===== src/rtl/mac_pkg.sv =====
package mac_pkg;

    typedef enum logic [1:0] {
        K_NOP = 2'd0,
        K_MUL = 2'd1,
        K_ADD = 2'd2,
        K_SUB = 2'd3
    } op_kind_e;

    typedef struct packed {
        op_kind_e kind;
        logic     xs;    // X read as two's complement
        logic     ys;    // Y read as two's complement
        logic     rnd;   // round and clear the low word
    } op_dec_t;

endpackage


===== src/rtl/mac_decode.sv =====
module mac_decode
    import mac_pkg::*;
(
    input  logic [4:0] code,
    output op_dec_t    dec
);

    always_comb begin
        dec = '{kind: K_NOP, xs: 1'b0, ys: 1'b0, rnd: 1'b0};
        unique case (code[4:2])
            3'b000: begin
                // rounded group: both operands signed
                dec.xs  = 1'b1;
                dec.ys  = 1'b1;
                dec.rnd = (code[1:0] != 2'b00);
                unique case (code[1:0])
                    2'b00:   dec.kind = K_NOP;
                    2'b01:   dec.kind = K_MUL;
                    2'b10:   dec.kind = K_ADD;
                    default: dec.kind = K_SUB;
                endcase
            end
            3'b001: begin
                dec.kind = K_MUL;
                dec.xs   = ~code[1];
                dec.ys   = ~code[0];
            end
            3'b010: begin
                dec.kind = K_ADD;
                dec.xs   = ~code[1];
                dec.ys   = ~code[0];
            end
            3'b011: begin
                dec.kind = K_SUB;
                dec.xs   = ~code[1];
                dec.ys   = ~code[0];
            end
            default: begin
                // upper half of the code space belongs to other units
                dec.kind = K_NOP;
            end
        endcase
    end

endmodule


===== src/rtl/mac_mult.sv =====
module mac_mult
    import mac_pkg::*;
#(
    parameter int DATA_W  = 16,
    parameter int GUARD_W = 8
) (
    input  logic                           clk,
    input  logic                           rst,
    input  logic                           in_valid,
    input  op_dec_t                        dec,
    input  logic                           frac,
    input  logic [DATA_W-1:0]              x_in,
    input  logic [DATA_W-1:0]              y_in,
    output logic                           s1_valid,
    output op_dec_t                        s1_dec,
    output logic                           s1_frac,
    output logic [GUARD_W+2*DATA_W-1:0]    s1_prod
);

    localparam int ACC_W  = GUARD_W + 2 * DATA_W;
    localparam int OPX_W  = DATA_W + 1;
    localparam int PROD_W = 2 * OPX_W;

    logic signed [OPX_W-1:0]  x_ext;
    logic signed [OPX_W-1:0]  y_ext;
    logic signed [PROD_W-1:0] prod_raw;
    logic [ACC_W-1:0]         prod_wide;
    logic [ACC_W-1:0]         prod_scaled;

    always_comb begin
        x_ext       = {dec.xs & x_in[DATA_W-1], x_in};
        y_ext       = {dec.ys & y_in[DATA_W-1], y_in};
        prod_raw    = x_ext * y_ext;
        prod_wide   = {{(ACC_W-PROD_W){prod_raw[PROD_W-1]}}, prod_raw};
        prod_scaled = frac ? (prod_wide << 1) : prod_wide;
    end

    always_ff @(posedge clk) begin
        if (rst) begin
            s1_valid <= 1'b0;
            s1_dec   <= '{kind: K_NOP, xs: 1'b0, ys: 1'b0, rnd: 1'b0};
            s1_frac  <= 1'b0;
            s1_prod  <= '0;
        end else begin
            s1_valid <= in_valid;
            if (in_valid) begin
                s1_dec  <= dec;
                s1_frac <= frac;
                s1_prod <= prod_scaled;
            end
        end
    end

endmodule


===== src/rtl/mac_accum.sv =====
module mac_accum
    import mac_pkg::*;
#(
    parameter int DATA_W  = 16,
    parameter int GUARD_W = 8
) (
    input  logic                          clk,
    input  logic                          rst,
    input  logic                          s1_valid,
    input  op_dec_t                       s1_dec,
    input  logic [GUARD_W+2*DATA_W-1:0]   s1_prod,
    output logic [GUARD_W+2*DATA_W-1:0]   acc_q,
    output logic                          ovf_q
);

    localparam int ACC_W   = GUARD_W + 2 * DATA_W;
    localparam int RANGE_W = GUARD_W + 1;
    localparam logic [ACC_W-1:0] HALF_LSB = ACC_W'(1) << (DATA_W - 1);

    logic [ACC_W-1:0]   sum_raw;
    logic [ACC_W-1:0]   sum_fin;
    logic [RANGE_W-1:0] top_bits;
    logic               ovf_nxt;
    logic               do_update;

    always_comb begin
        unique case (s1_dec.kind)
            K_MUL:   sum_raw = s1_prod;
            K_ADD:   sum_raw = acc_q + s1_prod;
            K_SUB:   sum_raw = acc_q - s1_prod;
            default: sum_raw = acc_q;
        endcase
        if (s1_dec.rnd) begin
            sum_fin = sum_raw + HALF_LSB;
            sum_fin = {sum_fin[ACC_W-1:DATA_W], {DATA_W{1'b0}}};
        end else begin
            sum_fin = sum_raw;
        end
        top_bits  = sum_fin[ACC_W-1:2*DATA_W-1];
        ovf_nxt   = ~((&top_bits) | ~(|top_bits));
        do_update = s1_valid && (s1_dec.kind != K_NOP);
    end

    always_ff @(posedge clk) begin
        if (rst) begin
            acc_q <= '0;
            ovf_q <= 1'b0;
        end else if (do_update) begin
            acc_q <= sum_fin;
            ovf_q <= ovf_nxt;
        end
    end

endmodule


===== src/rtl/mac_unit.sv =====
module mac_unit
    import mac_pkg::*;
#(
    parameter int DATA_W  = 16,
    parameter int GUARD_W = 8
) (
    input  logic               clk,
    input  logic               rst,
    input  logic               in_valid,
    input  logic [4:0]         func_code,
    input  logic               frac_mode,
    input  logic [DATA_W-1:0]  x_op,
    input  logic [DATA_W-1:0]  y_op,
    output logic [GUARD_W-1:0] acc_hi,
    output logic [DATA_W-1:0]  acc_mid,
    output logic [DATA_W-1:0]  acc_lo,
    output logic               mac_ovf
);

    localparam int ACC_W = GUARD_W + 2 * DATA_W;

    op_dec_t          dec;
    logic             s1_valid;
    op_dec_t          s1_dec;
    logic             s1_frac;
    logic [ACC_W-1:0] s1_prod;
    logic [ACC_W-1:0] acc_q;
    logic             ovf_q;

    mac_decode u_decode (
        .code (func_code),
        .dec  (dec)
    );

    mac_mult #(.DATA_W(DATA_W), .GUARD_W(GUARD_W)) u_mult (
        .clk      (clk),
        .rst      (rst),
        .in_valid (in_valid),
        .dec      (dec),
        .frac     (frac_mode),
        .x_in     (x_op),
        .y_in     (y_op),
        .s1_valid (s1_valid),
        .s1_dec   (s1_dec),
        .s1_frac  (s1_frac),
        .s1_prod  (s1_prod)
    );

    mac_accum #(.DATA_W(DATA_W), .GUARD_W(GUARD_W)) u_accum (
        .clk      (clk),
        .rst      (rst),
        .s1_valid (s1_valid),
        .s1_dec   (s1_dec),
        .s1_prod  (s1_prod),
        .acc_q    (acc_q),
        .ovf_q    (ovf_q)
    );

    always_comb begin
        acc_hi  = acc_q[ACC_W-1:2*DATA_W];
        acc_mid = acc_q[2*DATA_W-1:DATA_W];
        acc_lo  = acc_q[DATA_W-1:0];
        mac_ovf = ovf_q;
    end

endmodule


===== config.mk =====
export PLATFORM = sky130hd
export DESIGN_NAME = mac_unit
export DESIGN_NICKNAME = d
export VERILOG_FILES = /design/src/rtl/mac_pkg.sv /design/src/rtl/mac_decode.sv /design/src/rtl/mac_mult.sv /design/src/rtl/mac_accum.sv /design/src/rtl/mac_unit.sv
export SDC_FILE = /design/constraint.sdc
export NUM_CORES = 1
export LEC_CHECK = 0
export ABC_AREA = 1
export BUFFER_PORTS_ARGS = -buffer_cell sky130_fd_sc_hd__buf_4
export CAP_MARGIN = 20
export CORE_ASPECT_RATIO = 0.75
export CORE_MARGIN = 4
export CORE_UTILIZATION = 50
export DETAILED_ROUTE_END_ITERATION = 8
export PLACE_DENSITY = 0.64
export SYNTH_ARGS = -nofsm -noshare
export SYNTH_HDL_FRONTEND = slang
export SYNTH_HIERARCHICAL = 1
export SYNTH_SLANG_ARGS = --single-unit
export TNS_END_PERCENT = 100

===== constraint.sdc =====
create_clock -name clk -period 13.2 [get_ports clk]
set_clock_uncertainty 0.2 [all_clocks]
set_input_delay 1.98 -clock clk [delete_from_list [all_inputs] [get_ports clk]]
set_output_delay 1.98 -clock clk [all_outputs]
set_load 0.05 [all_outputs]

==> key figures, run 1 <==
GRT
  • Maximum number of pins on one net before global-route repair: 42
  • Number of global-route vias before repair: 19300
  • Remaining global-route overflow: 0
  • Antenna violations before repair: 0
  • Overall fraction of global-route tracks in use: 0.291
  • Global-route wire length before repair: 103000 um

Detailed routing
  • Via-per-instance ratio: 5.16
  • Overall via count from detail_route: 19300
  • Average detailed-routed wire length per instance: 16.9 um
  • Number of iterations in the first detailed-routing pass: 5
  • Count of nets left with antenna violations after detail routing: 0
  • Number of design-rule violations left by the first detailed-router iteration: 1518
  • DRT Wirelength: 63400 um
  • Final routed DRC violation total: 0

Final layout
  • FILL cells: 4257
  • Net count of the finished layout: 3650
  • Relative area change from synthesis to final layout: 5.84%
  • Fraction of layout instances using a drive strength above 1: 0.0671
  • Antenna cell count: 0
  • Finished Cell Area: 0.0220 mm^2

CTS
  • CTS clk-pin slew, worst paths: 0.07 ns
  • Longest Clk Path Bufs: 2
  • Latest clock arrival within the worst-skew pair: 0.36 ns
  • Number of gates resized after CTS: 0
  • Htree depth: 3
  • Post-CTS Repair Setup Buffers: 0
  • Clk sink count: 80
  • Number of hold buffers added after cts: 0
  • CTS tree: done
  • CTS root buf: sky130_fd_sc_hd__clkbuf_16
  • Cts bufs inserted: 9

Die
  • Core Box Area: 0.0409 mm^2
  • Overall die height: 184 um
  • Cell row count: 64
  • I/O pin count: 82
  • Effective utilization at floorplan: 0.507
  • Horiz. Die Dim: 243 um
  • Die Outline Area: 0.0449 mm^2

Timing
  • Period utilisation layout: 0.664
  • Final slew viol count: 0
  • Final Critical Period: 8.76 ns
  • Maximum frequency from static timing analysis: 114 MHz
  • Unrepaired setup endpoints after global routing: no
  • Remaining max-slew budget at the tightest pin: 0.379
  • Total setup violations reported at the end of the flow: 0
  • Slew @ Worst Pin: 0.931 ns
  • Final Hold Fails: 0
  • Final sum of negative setup slack: 0 ns

Run
  • Number of maximum-capacitance violations: 0

Synth
  • Synthesized net count: 3656
  • Post-Synthesis Mean Instance Area: 6.50 um^2
  • Synth Warn #: 6
  • Instance count of the mapped netlist: 3192
  • Netlist area before placement: 0.0208 mm^2

Setup path
  • Critical Path Fanout Max: 11
  • End of the worst register-to-register path: u_accum/ovf_q$_SDFFE_PP0P_
  • CP endpoint kind: register
  • Biggest cell delay along the critical path: 0.85 ns
  • Data arrival time of the critical path: 8.82 ns
  • Flop-to-flop setup slack: 6.88 ns
  • R2R depth: 37
  • Type of origin of the critical path: input port
  • RR Startpoint: u_mult/s1_prod[1]$_SDFFE_PP0P_
  • Critical setup path kind: in -> reg
  • Most Frequent Cell on Critical Path: sky130_fd_sc_hd__nand2_1
  • Cell with the biggest individual delay on the critical path: sky130_fd_sc_hd__fa_1
  • Data required time at the worst endpoint: 13.25 ns

Hold path
  • Hold path cells: 2
  • End point of the worst hold path: u_accum/acc_q[0]$_SDFFE_PP0P_
  • Worst hold-check path type: reg -> reg
  • HP Start: u_accum/acc_q[0]$_SDFFE_PP0P_

Placed design
  • Placer congestion estimate: 0.974
  • Placed cell areas: 0.0217 mm^2
  • PortBufs: 81
  • Detailed placer's ending HPWL: 53800 um

Outcome
  • Run status: complete, no violations
## worst max-delay path by stage
stage,startpoint,end,slack [ns],cells past startpoint
floorplan,x_op[15],u_mult/s1_prod[29]$_SDFFE_PP0P_,5.44,26
global placement,func_code[4],u_mult/s1_prod[25]$_SDFFE_PP0P_,4.29,25
detailed placement,func_code[4],u_mult/s1_prod[26]$_SDFFE_PP0P_,4.22,25
CTS,func_code[4],u_mult/s1_prod[26]$_SDFFE_PP0P_,4.59,25
global route,func_code[4],u_mult/s1_prod[25]$_SDFFE_PP0P_,4.16,25
finish,func_code[4],u_mult/s1_prod[26]$_SDFFE_PP0P_,4.44,25
## metrics by stage
step / hold slack [ns] / setup WS, ns / utilization / std cells
floorplan: 0.257 / 5.44 / - / 3192
global placement: 0.268 / 4.29 / 0.530 / 3735
detailed placement: 0.273 / 4.22 / 0.530 / 3735
CTS: 0.284 / 4.59 / 0.537 / 3751
global route: 0.303 / 4.16 / 0.537 / 3752
finish: 0.282 / 4.44 / 0.537 / 3752
## per-layer routing
layer,global-route usage,vias to the layer above,share of wire
met5,0,-,0
met4,0.0487,0,0.014
met3,0.0647,60,0.085
met2,0.430,625,0.41
met1,0.444,9255,0.49
li1,-,9402,-
## worst max-delay path: cells and delay by family
family / cells / cell delay (ns)
buffers and inverters: 5 / 0.81
adders and majority gates: 7 / 3.73
and+or+nand+nor: 13 / 2.32
## sequential cells by signal (all words and copies together), names as in the netlist
name and cells:
u_accum/ovf_q 1, u_mult/s1_prod 35, u_accum/acc_q 40, u_mult/s1_dec 3
u_mult/s1_valid 1
## cell usage in the layout, fill, tap and decap left out, drive strengths merged, types with 5 or more instances in the layout
cell	n
a31oi	6
ha	126
nand3b	8
clkbuf	10
a21oi	98
o22ai	22
xor2	41
nand4	25
buf	92
o211ai	10
clkinv	7
fa	297
nand3	177
inv	804
o21bai	10
nor2	230
nand2	1000
xnor2	20
or2	12
dfxtp	80
o21ai	72
and2	5
nor3	16
## final cells by class
class | count | area, um^2 | share of cell area
inverter | 806 | 3030 | 0.138
clock inverter | 6 | 43.8 | 0.00199
timing repair buffer | 92 | 691 | 0.0314
multi-input combinational | 2197 | 15700 | 0.714
clock buffer | 10 | 229 | 0.0104
sequential | 80 | 1600 | 0.0729
tap | 561 | 702 | 0.0319
Power of run 1 is left out: the tool's default activity adds up to more than one toggle a clock period on the data nets, which glitch-free logic cannot reach.
==> inputs of run 2 (changes only) <==
--- a/config.mk
+++ b/config.mk
@@ -5,14 +5,14 @@
 export SDC_FILE = /design/constraint.sdc
 export NUM_CORES = 1
 export LEC_CHECK = 0
-export ABC_AREA = 1
+export ABC_AREA = 0
 export BUFFER_PORTS_ARGS = -buffer_cell sky130_fd_sc_hd__buf_4
 export CAP_MARGIN = 20
 export CORE_ASPECT_RATIO = 0.75
 export CORE_MARGIN = 4
 export CORE_UTILIZATION = 50
 export DETAILED_ROUTE_END_ITERATION = 8
-export PLACE_DENSITY = 0.64
+export PLACE_DENSITY = 0.66
 export SYNTH_ARGS = -nofsm -noshare
 export SYNTH_HDL_FRONTEND = slang
 export SYNTH_HIERARCHICAL = 1
==> constraint.sdc (replaced) <==
create_clock -name clk -period 7.9 [get_ports clk]
set_clock_uncertainty 0.2 [all_clocks]
set_input_delay 1.185 -clock clk [delete_from_list [all_inputs] [get_ports clk]]
set_output_delay 1.185 -clock clk [all_outputs]
set_load 0.05 [all_outputs]
==> run 2 against run 1 <==
Against the previous run: sequential cell count unchanged; synthesized cell count down 28%; global-route usage down 3.1 points; final area down 7.1%; first-iteration DRC count down 16%; critical path depth down 1; sequential share of layout area up 0.56 points; worst setup slack worse by 4.0 ns; via count down 15%.
==> key figures, run 2 <==
CTS
  • Clk sink count: 80 (unchanged)
  • CTS clk-pin slew, worst paths: 0.06 ns (about the same)
  • CTS tree: done
  • CTS root buf: sky130_fd_sc_hd__clkbuf_16
  • Htree depth: 3 (unchanged)
  • Latest clock arrival within the worst-skew pair: 0.36 ns (about the same)
  • Longest Clk Path Bufs: 2 (unchanged)
  • Cts bufs inserted: 9 (unchanged)
  • Post-CTS Repair Setup Buffers: 0 (unchanged)

GRT
  • Overall fraction of global-route tracks in use: 0.260 (-0.0307)
  • Number of global-route vias before repair: 16800 (-13%)
  • Antenna violations before repair: 0 (unchanged)
  • Remaining global-route overflow: 0 (unchanged)
  • Maximum number of pins on one net before global-route repair: 80 (+90%)
  • Global-route wire length before repair: 86900 um (-16%)

Detailed routing
  • Via-per-instance ratio: 5.80 (+12%)
  • Final routed DRC violation total: 0 (unchanged)
  • Number of iterations in the first detailed-routing pass: 5 (unchanged)
  • DRT Wirelength: 52100 um (-18%)
  • Number of design-rule violations left by the first detailed-router iteration: 1280 (-16%)
  • Overall via count from detail_route: 16400 (-15%)
  • Count of nets left with antenna violations after detail routing: 0 (unchanged)
  • Average detailed-routed wire length per instance: 18.4 um (+9.2%)

Timing
  • Remaining max-slew budget at the tightest pin: 0.407 (+0.0287)
  • Final Hold Fails: 0 (unchanged)
  • Final Critical Period: 7.50 ns
  • Final setup slack of the worst path: 0.402 ns (-4.03 ns)
  • Final slew viol count: 0 (unchanged)
  • Total setup violations reported at the end of the flow: 0 (unchanged)
  • Period utilisation layout: 0.949
  • Maximum frequency from static timing analysis: 133 MHz
  • Slew @ Worst Pin: 0.885 ns (-0.0460 ns)

Setup path
  • End of the worst register-to-register path: u_accum/ovf_q$_SDFFE_PP0P_
  • RR Startpoint: u_mult/s1_prod[4]$_SDFFE_PP0P_
  • R2R depth: 22 (-41%)
  • Data required time at the worst endpoint: 7.99 ns (-5.26 ns)
  • Cell with the biggest individual delay on the critical path: sky130_fd_sc_hd__fa_1
  • Critical setup path kind: in -> reg
  • Critical Path Fanout Max: 5 (-6)
  • Flop-to-flop setup slack: 0.67 ns (-6.21 ns)
  • Type of origin of the critical path: input port
  • Data arrival time of the critical path: 7.59 ns (-1.23 ns)
  • Cells along the critical path: buf_4 > or2_4 > a21oi_1 > nand2_1 > or2_2 > fa_1 > fa_1 > inv_1 > fa_1 > fa_1 > fa_1 > inv_1 > fa_1 > inv_1 > ha_1 > and3_1 > and2_4 > a211oi_2 > o22ai_2 > o41a_1 > a41oi_2 > xor2_1 > a211o_1 > a31oi_1
  • CP endpoint kind: register
  • Biggest cell delay along the critical path: 0.51 ns (-0.34 ns)
  • Most Frequent Cell on Critical Path: sky130_fd_sc_hd__fa_1

Placed design
  • Detailed placer's ending HPWL: 41300 um (-23%)
  • Placer congestion estimate: 0.915 (-6.1%)
  • PortBufs: 81 (unchanged)
  • Worst slack after detailed placement: -0.149 ns (-4.37 ns)
  • Placed cells: 2808 (-25%)

Pwr
  • Clock power frac: 0.049
  • Internal cell power: 0.00444 W
  • Power density cells: 464 mW/mm^2
  • Switching Fraction: 0.531
  • Max rail drop VDD: 0.000544 V
  • Power share of the sequential group: 0.064
  • Net switching power of the design: 0.00504 W
  • Part of the total power dissipated in combinational logic: 0.887
  • Static leakage power: 9.57 nW

Synth
  • Post-Synthesis Mean Instance Area: 8.26 um^2 (+27%)
  • Instance count of the mapped netlist: 2307 (-28%)
  • Synthesized net count: 2771 (-24%)
  • Synth Warn #: 6 (unchanged)
  • Netlist area before placement: 0.0190 mm^2 (-8.3%)

Hold path
  • Worst hold-check path type: reg -> reg
  • HP Start: u_accum/acc_q[38]$_SDFFE_PP0P_
  • End point of the worst hold path: u_accum/acc_q[38]$_SDFFE_PP0P_
  • Hold path cells: 2 (unchanged)

Final layout
  • Largest reg by FF count: u_accum/acc_q
  • Largest registers ranked by flip-flop count: u_accum/acc_q x40, u_mult/s1_prod x35, u_mult/s1_dec x3
  • Commonest non-fill, non-tap cells in the layout: 328 x sky130_fd_sc_hd__inv_1, 297 x sky130_fd_sc_hd__fa_1, 267 x sky130_fd_sc_hd__nand2_1
  • Relative area change from synthesis to final layout: 7.20%
  • Antenna cell count: 0 (unchanged)
  • Net count of the finished layout: 2780 (-24%)
  • Most common cell after layout, fill and taps aside: sky130_fd_sc_hd__inv_1
  • Number of flip-flops in the largest register: 40 (unchanged)
  • Count of non-filler cells in the finished layout: 2825 (-25%)
  • Fraction of layout instances using a drive strength above 1: 0.0810 (+0.0139)

Run
  • Number of maximum-capacitance violations: 0 (unchanged)

Die
  • Effective utilization at floorplan: 0.510 (+0.00298)
  • Cell row count: 61 (-4.7%)
  • Core Box Area: 0.0373 mm^2 (-8.8%)
  • Overall die height: 177 um (-4.0%)
  • Horiz. Die Dim: 233 um (-4.1%)
  • I/O pin count: 82 (unchanged)
  • Die Outline Area: 0.0413 mm^2 (-7.9%)

Outcome
  • Run status: complete, no violations
[run 2: final cells by class]
cell class	count	area (um^2)
inverter	329	1230
multi-input combinational	1780	15700
tap	504	631
fill	3541	16900
clock buffer	11	243
sequential	80	1600
timing repair buffer	116	895
clock inverter	5	80.1
[run 2: worst max-delay path, delay by kind of cell]
family	cells	cell delay, ns
adders and majority gates	7	3.19
AOI/OAI and AO/OA	7	1.76
and+or+nand+nor	5	1.08
buffers and inverters	4	0.25
xor gates and xnor gates	1	0.11
[run 2: metal layers]
layer,routed length (um),vias to the layer above,track usage
met1,24500,8143,0.382
met4,991,0,0.0557
met5,0,-,0
met3,3060,74,0.0372
li1,-,7657,-
met2,23600,500,0.413
[run 2: timing repair]
item,4_1_cts,5_1_grt
hold endpoints to repair,0,0
gates resized for setup,0,4
hold buffers,0,0
setup endpoints to repair,0,8
[run 2: through the flow]
stage	hold slack [ns]	util	setup TNS (ns)	instance area, um^2	total power [W]
2_1_floorplan	0.258	-	0	19000	0.00715
3_3_place_gp	0.295	0.537	-0.0207	20000	0.00886
3_5_place_dp	0.298	0.538	-0.624	20100	0.00897
4_1_cts	0.309	0.546	0	20400	0.00950
5_1_grt	0.332	0.547	-0.00217	20400	0.0107
6_report	0.305	0.547	0	20400	0.00948
[run 2: power groups by stage]
stage	Sequential (W)	Combinational [W]	Clock, W
floorplan	0.000570	0.00658	0
global placement	0.000608	0.00825	0
detailed placement	0.000609	0.00837	0
CTS	0.000602	0.00842	0.000476
global route	0.000616	0.00961	0.000493
finish	0.000602	0.00842	0.000464
[run 2: how the worst max path moves through the flow]
stage	start	to	slack, ns	cells after the start
floorplan	func_code[2]	u_mult/s1_prod[30]$_SDFFE_PP0P_	0.21	22
global placement	func_code[2]	u_mult/s1_prod[27]$_SDFFE_PP0P_	-0.02	26
detailed placement	func_code[2]	u_mult/s1_prod[27]$_SDFFE_PP0P_	-0.15	26
CTS	func_code[2]	u_mult/s1_prod[27]$_SDFFE_PP0P_	0.22	26
global route	func_code[2]	u_mult/s1_prod[27]$_SDFFE_PP0P_	-0.002	26
finish	func_code[2]	u_mult/s1_prod[32]$_SDFFE_PP0P_	0.40	24
Note: power is estimated with default switching activity, not from simulation.
==> inputs of run 3 (changes only) <==
==> constraint.sdc (replaced) <==
create_clock -name clk -period 6.55 [get_ports clk]
set_clock_uncertainty 0.2 [all_clocks]
set_input_delay 0.9825 -clock clk [delete_from_list [all_inputs] [get_ports clk]]
set_output_delay 0.9825 -clock clk [all_outputs]
set_load 0.05 [all_outputs]
==> run 3 against run 2 <==
Against the previous run: the run now ends with negative setup slack left; global-route usage grew 1.2 points; first-iteration DRC count shrank 2.6%; worst setup slack lost 0.80 ns; critical path depth grew 1; non-clock buffer count grew 222; die area is the same; sequential cell count is the same; register-to-register slack lost 0.47 ns; sequential share of layout area shrank 0.83 points; via count grew 5.8%; critical endpoint is now u_mult/s1_prod[33]$_SDFFE_PP0P_.
==> key figures, run 3 (same netlist as run 2, synthesis figures left out) <==
Setup path
  • Data required time at the worst endpoint: 6.56 ns (-1.43 ns)
  • Type of origin of the critical path: input port
  • RR Startpoint: u_mult/s1_prod[4]$_SDFFE_PP0P_
  • Gate family responsible for the most delay along the worst path: adder cells
  • Most Frequent Cell on Critical Path: sky130_fd_sc_hd__fa_1
  • CP endpoint kind: register
  • Cell with the biggest individual delay on the critical path: sky130_fd_sc_hd__fa_1
  • Biggest cell delay along the critical path: 0.56 ns (+0.05 ns)
  • Data arrival time of the critical path: 6.96 ns (-0.63 ns)
  • Crit path buf inv count: 6 (+2)
  • Beginning of the critical path: func_code[2]
  • Critical Path Fanout Max: 5 (unchanged)
  • Critical setup path kind: in -> reg

Detailed routing
  • Overall via count from detail_route: 17300 (+5.8%)
  • Via-per-instance ratio: 5.68 (-1.9%)
  • Number of iterations in the first detailed-routing pass: 5 (unchanged)
  • Final routed DRC violation total: 0 (unchanged)
  • Average detailed-routed wire length per instance: 18.0 um (-2.2%)
  • DRT Wirelength: 54900 um (+5.5%)
  • Count of nets left with antenna violations after detail routing: 0 (unchanged)
  • Number of design-rule violations left by the first detailed-router iteration: 1247 (-2.6%)

CTS
  • CTS clk-pin slew, worst paths: 0.07 ns (about the same)
  • Clk sink count: 80 (unchanged)
  • CTS tree: done
  • Cts bufs inserted: 9 (unchanged)
  • Htree depth: 3 (unchanged)
  • CTS root buf: sky130_fd_sc_hd__clkbuf_16
  • Number of hold buffers added after cts: 0 (unchanged)
  • Latest clock arrival within the worst-skew pair: 0.37 ns (about the same)
  • Longest Clk Path Bufs: 2 (unchanged)

Placed design
  • Detailed placer's ending HPWL: 45200 um (+9.2%)
  • Placer congestion estimate: 0.958 (+4.8%)
  • Placed cells: 3013 (+7.3%)
  • PortBufs: 81 (unchanged)

Final layout
  • FILL cells: 3331 (-5.9%)
  • Footprint of the multi-input gates: 0.0164 mm^2 (+4.4%)
  • Largest reg by FF count: u_accum/acc_q
  • Antenna cell count: 0 (unchanged)
  • Sequential standard cell area: 0.00160 mm^2 (unchanged)
  • Commonest non-fill, non-tap cells in the layout: 324 x sky130_fd_sc_hd__buf_4, 309 x sky130_fd_sc_hd__inv_1, 286 x sky130_fd_sc_hd__fa_1
  • Fraction of layout instances using a drive strength above 1: 0.209 (+0.128)
  • Relative area change from synthesis to final layout: 19.9%
  • Most common cell after layout, fill and taps aside: sky130_fd_sc_hd__buf_4
  • Count of non-filler cells in the finished layout: 3047 (+7.9%)
  • Largest registers ranked by flip-flop count: u_accum/acc_q x40, u_mult/s1_prod x35, u_mult/s1_dec x3
  • Number of flip-flops in the largest register: 40 (unchanged)
  • Net count of the finished layout: 3002 (+8.0%)

Hold path
  • Worst hold-check path type: reg -> reg
  • HP Start: u_accum/acc_q[38]$_SDFFE_PP0P_

Timing
  • Remaining max-slew budget at the tightest pin: 0.350 (-0.0577)
  • Final Critical Period: 6.95 ns
  • Final setup slack of the worst path: -0.395 ns (-0.798 ns)
  • Maximum frequency from static timing analysis: 144 MHz
  • Total setup violations reported at the end of the flow: 13 (+13)
  • Period utilisation layout: 1.06
  • Slew @ Worst Pin: 0.972 ns (+0.0868 ns)
  • Final slew viol count: 0 (unchanged)
  • Final Hold Fails: 0 (unchanged)
  • Unrepaired setup endpoints after global routing: yes

Die
  • Effective utilization at floorplan: 0.510 (unchanged)
  • Die Outline Area: 0.0413 mm^2 (unchanged)
  • Cell row count: 61 (unchanged)
  • Overall die height: 177 um (unchanged)
  • I/O pin count: 82 (unchanged)
  • Core Box Area: 0.0373 mm^2 (unchanged)
  • Horiz. Die Dim: 233 um (unchanged)

Outcome
  • Run status: finished with violations
  • Failing checks: negative setup slack

GRT
  • Global-route wire length before repair: 90600 um (+4.2%)
  • Antenna violations before repair: 0 (unchanged)
  • Overall fraction of global-route tracks in use: 0.272 (+0.0118)
  • Remaining global-route overflow: 0 (unchanged)
  • Number of global-route vias before repair: 17700 (+5.1%)
  • Maximum number of pins on one net before global-route repair: 80 (unchanged)

Run
  • Number of maximum-capacitance violations: 0 (unchanged)
## run 3: layout make-up
| type | count | area share |
|---|---|---|
| multi-input cells | 1780 | 0.719 |
| repair buffers | 338 | 0.115 |
| flip-flops and latches | 80 | 0.0702 |
| inverters | 329 | 0.0542 |
| well taps | 504 | 0.0276 |
| clock buffers | 10 | 0.0105 |
| clock inverters | 6 | 0.00301 |
## run 3: final timing paths
kind,slack [ns],end,cells past startpoint
min reg2reg,0.29,u_accum/acc_q[38]$_SDFFE_PP0P_,2
max reg2reg,0.20,u_accum/ovf_q$_SDFFE_PP0P_,23
min,0.29,u_accum/acc_q[38]$_SDFFE_PP0P_,2
max,-0.40,u_mult/s1_prod[33]$_SDFFE_PP0P_,25
## run 3: worst min-delay path: cells and delay by family (launching register included)
family	cells	cell delay (ns)
DFF	1	0.33
and+or+nand+nor	1	0.06
AOI/OAI and AO/OA	1	0.05
## run 3: through the flow
| stage | util | cell area, um^2 | setup TNS (ns) | hold WS [ns] | setup slack [ns] |
|---|---|---|---|---|---|
| floorplan | - | 19300 | -3.38 | 0.258 | -0.462 |
| global placement | 0.583 | 21800 | -8.64 | 0.283 | -0.642 |
| detailed placement | 0.583 | 21800 | -10.69 | 0.282 | -0.777 |
| CTS | 0.598 | 22300 | -2.75 | 0.293 | -0.320 |
| global route | 0.612 | 22800 | -6.43 | 0.335 | -0.591 |
| finish | 0.612 | 22800 | -3.62 | 0.293 | -0.395 |
## run 3: metal layers
metal / wire [um] / GRT usage
met1: 25500 / 0.394
met2: 25400 / 0.441
met3: 3220 / 0.0415
met4: 822 / 0.0470
met5: 0 / 0
## run 3: repair_timing
item | 4_1_cts | 5_1_grt
cloned | 0 | 0
setup buffers | 10 | 8
pin swaps | 41 | 67
setup endpoints to repair | 15 | 28
gates resized for setup | 33 | 91
Power of run 3 is left out for the same reason.
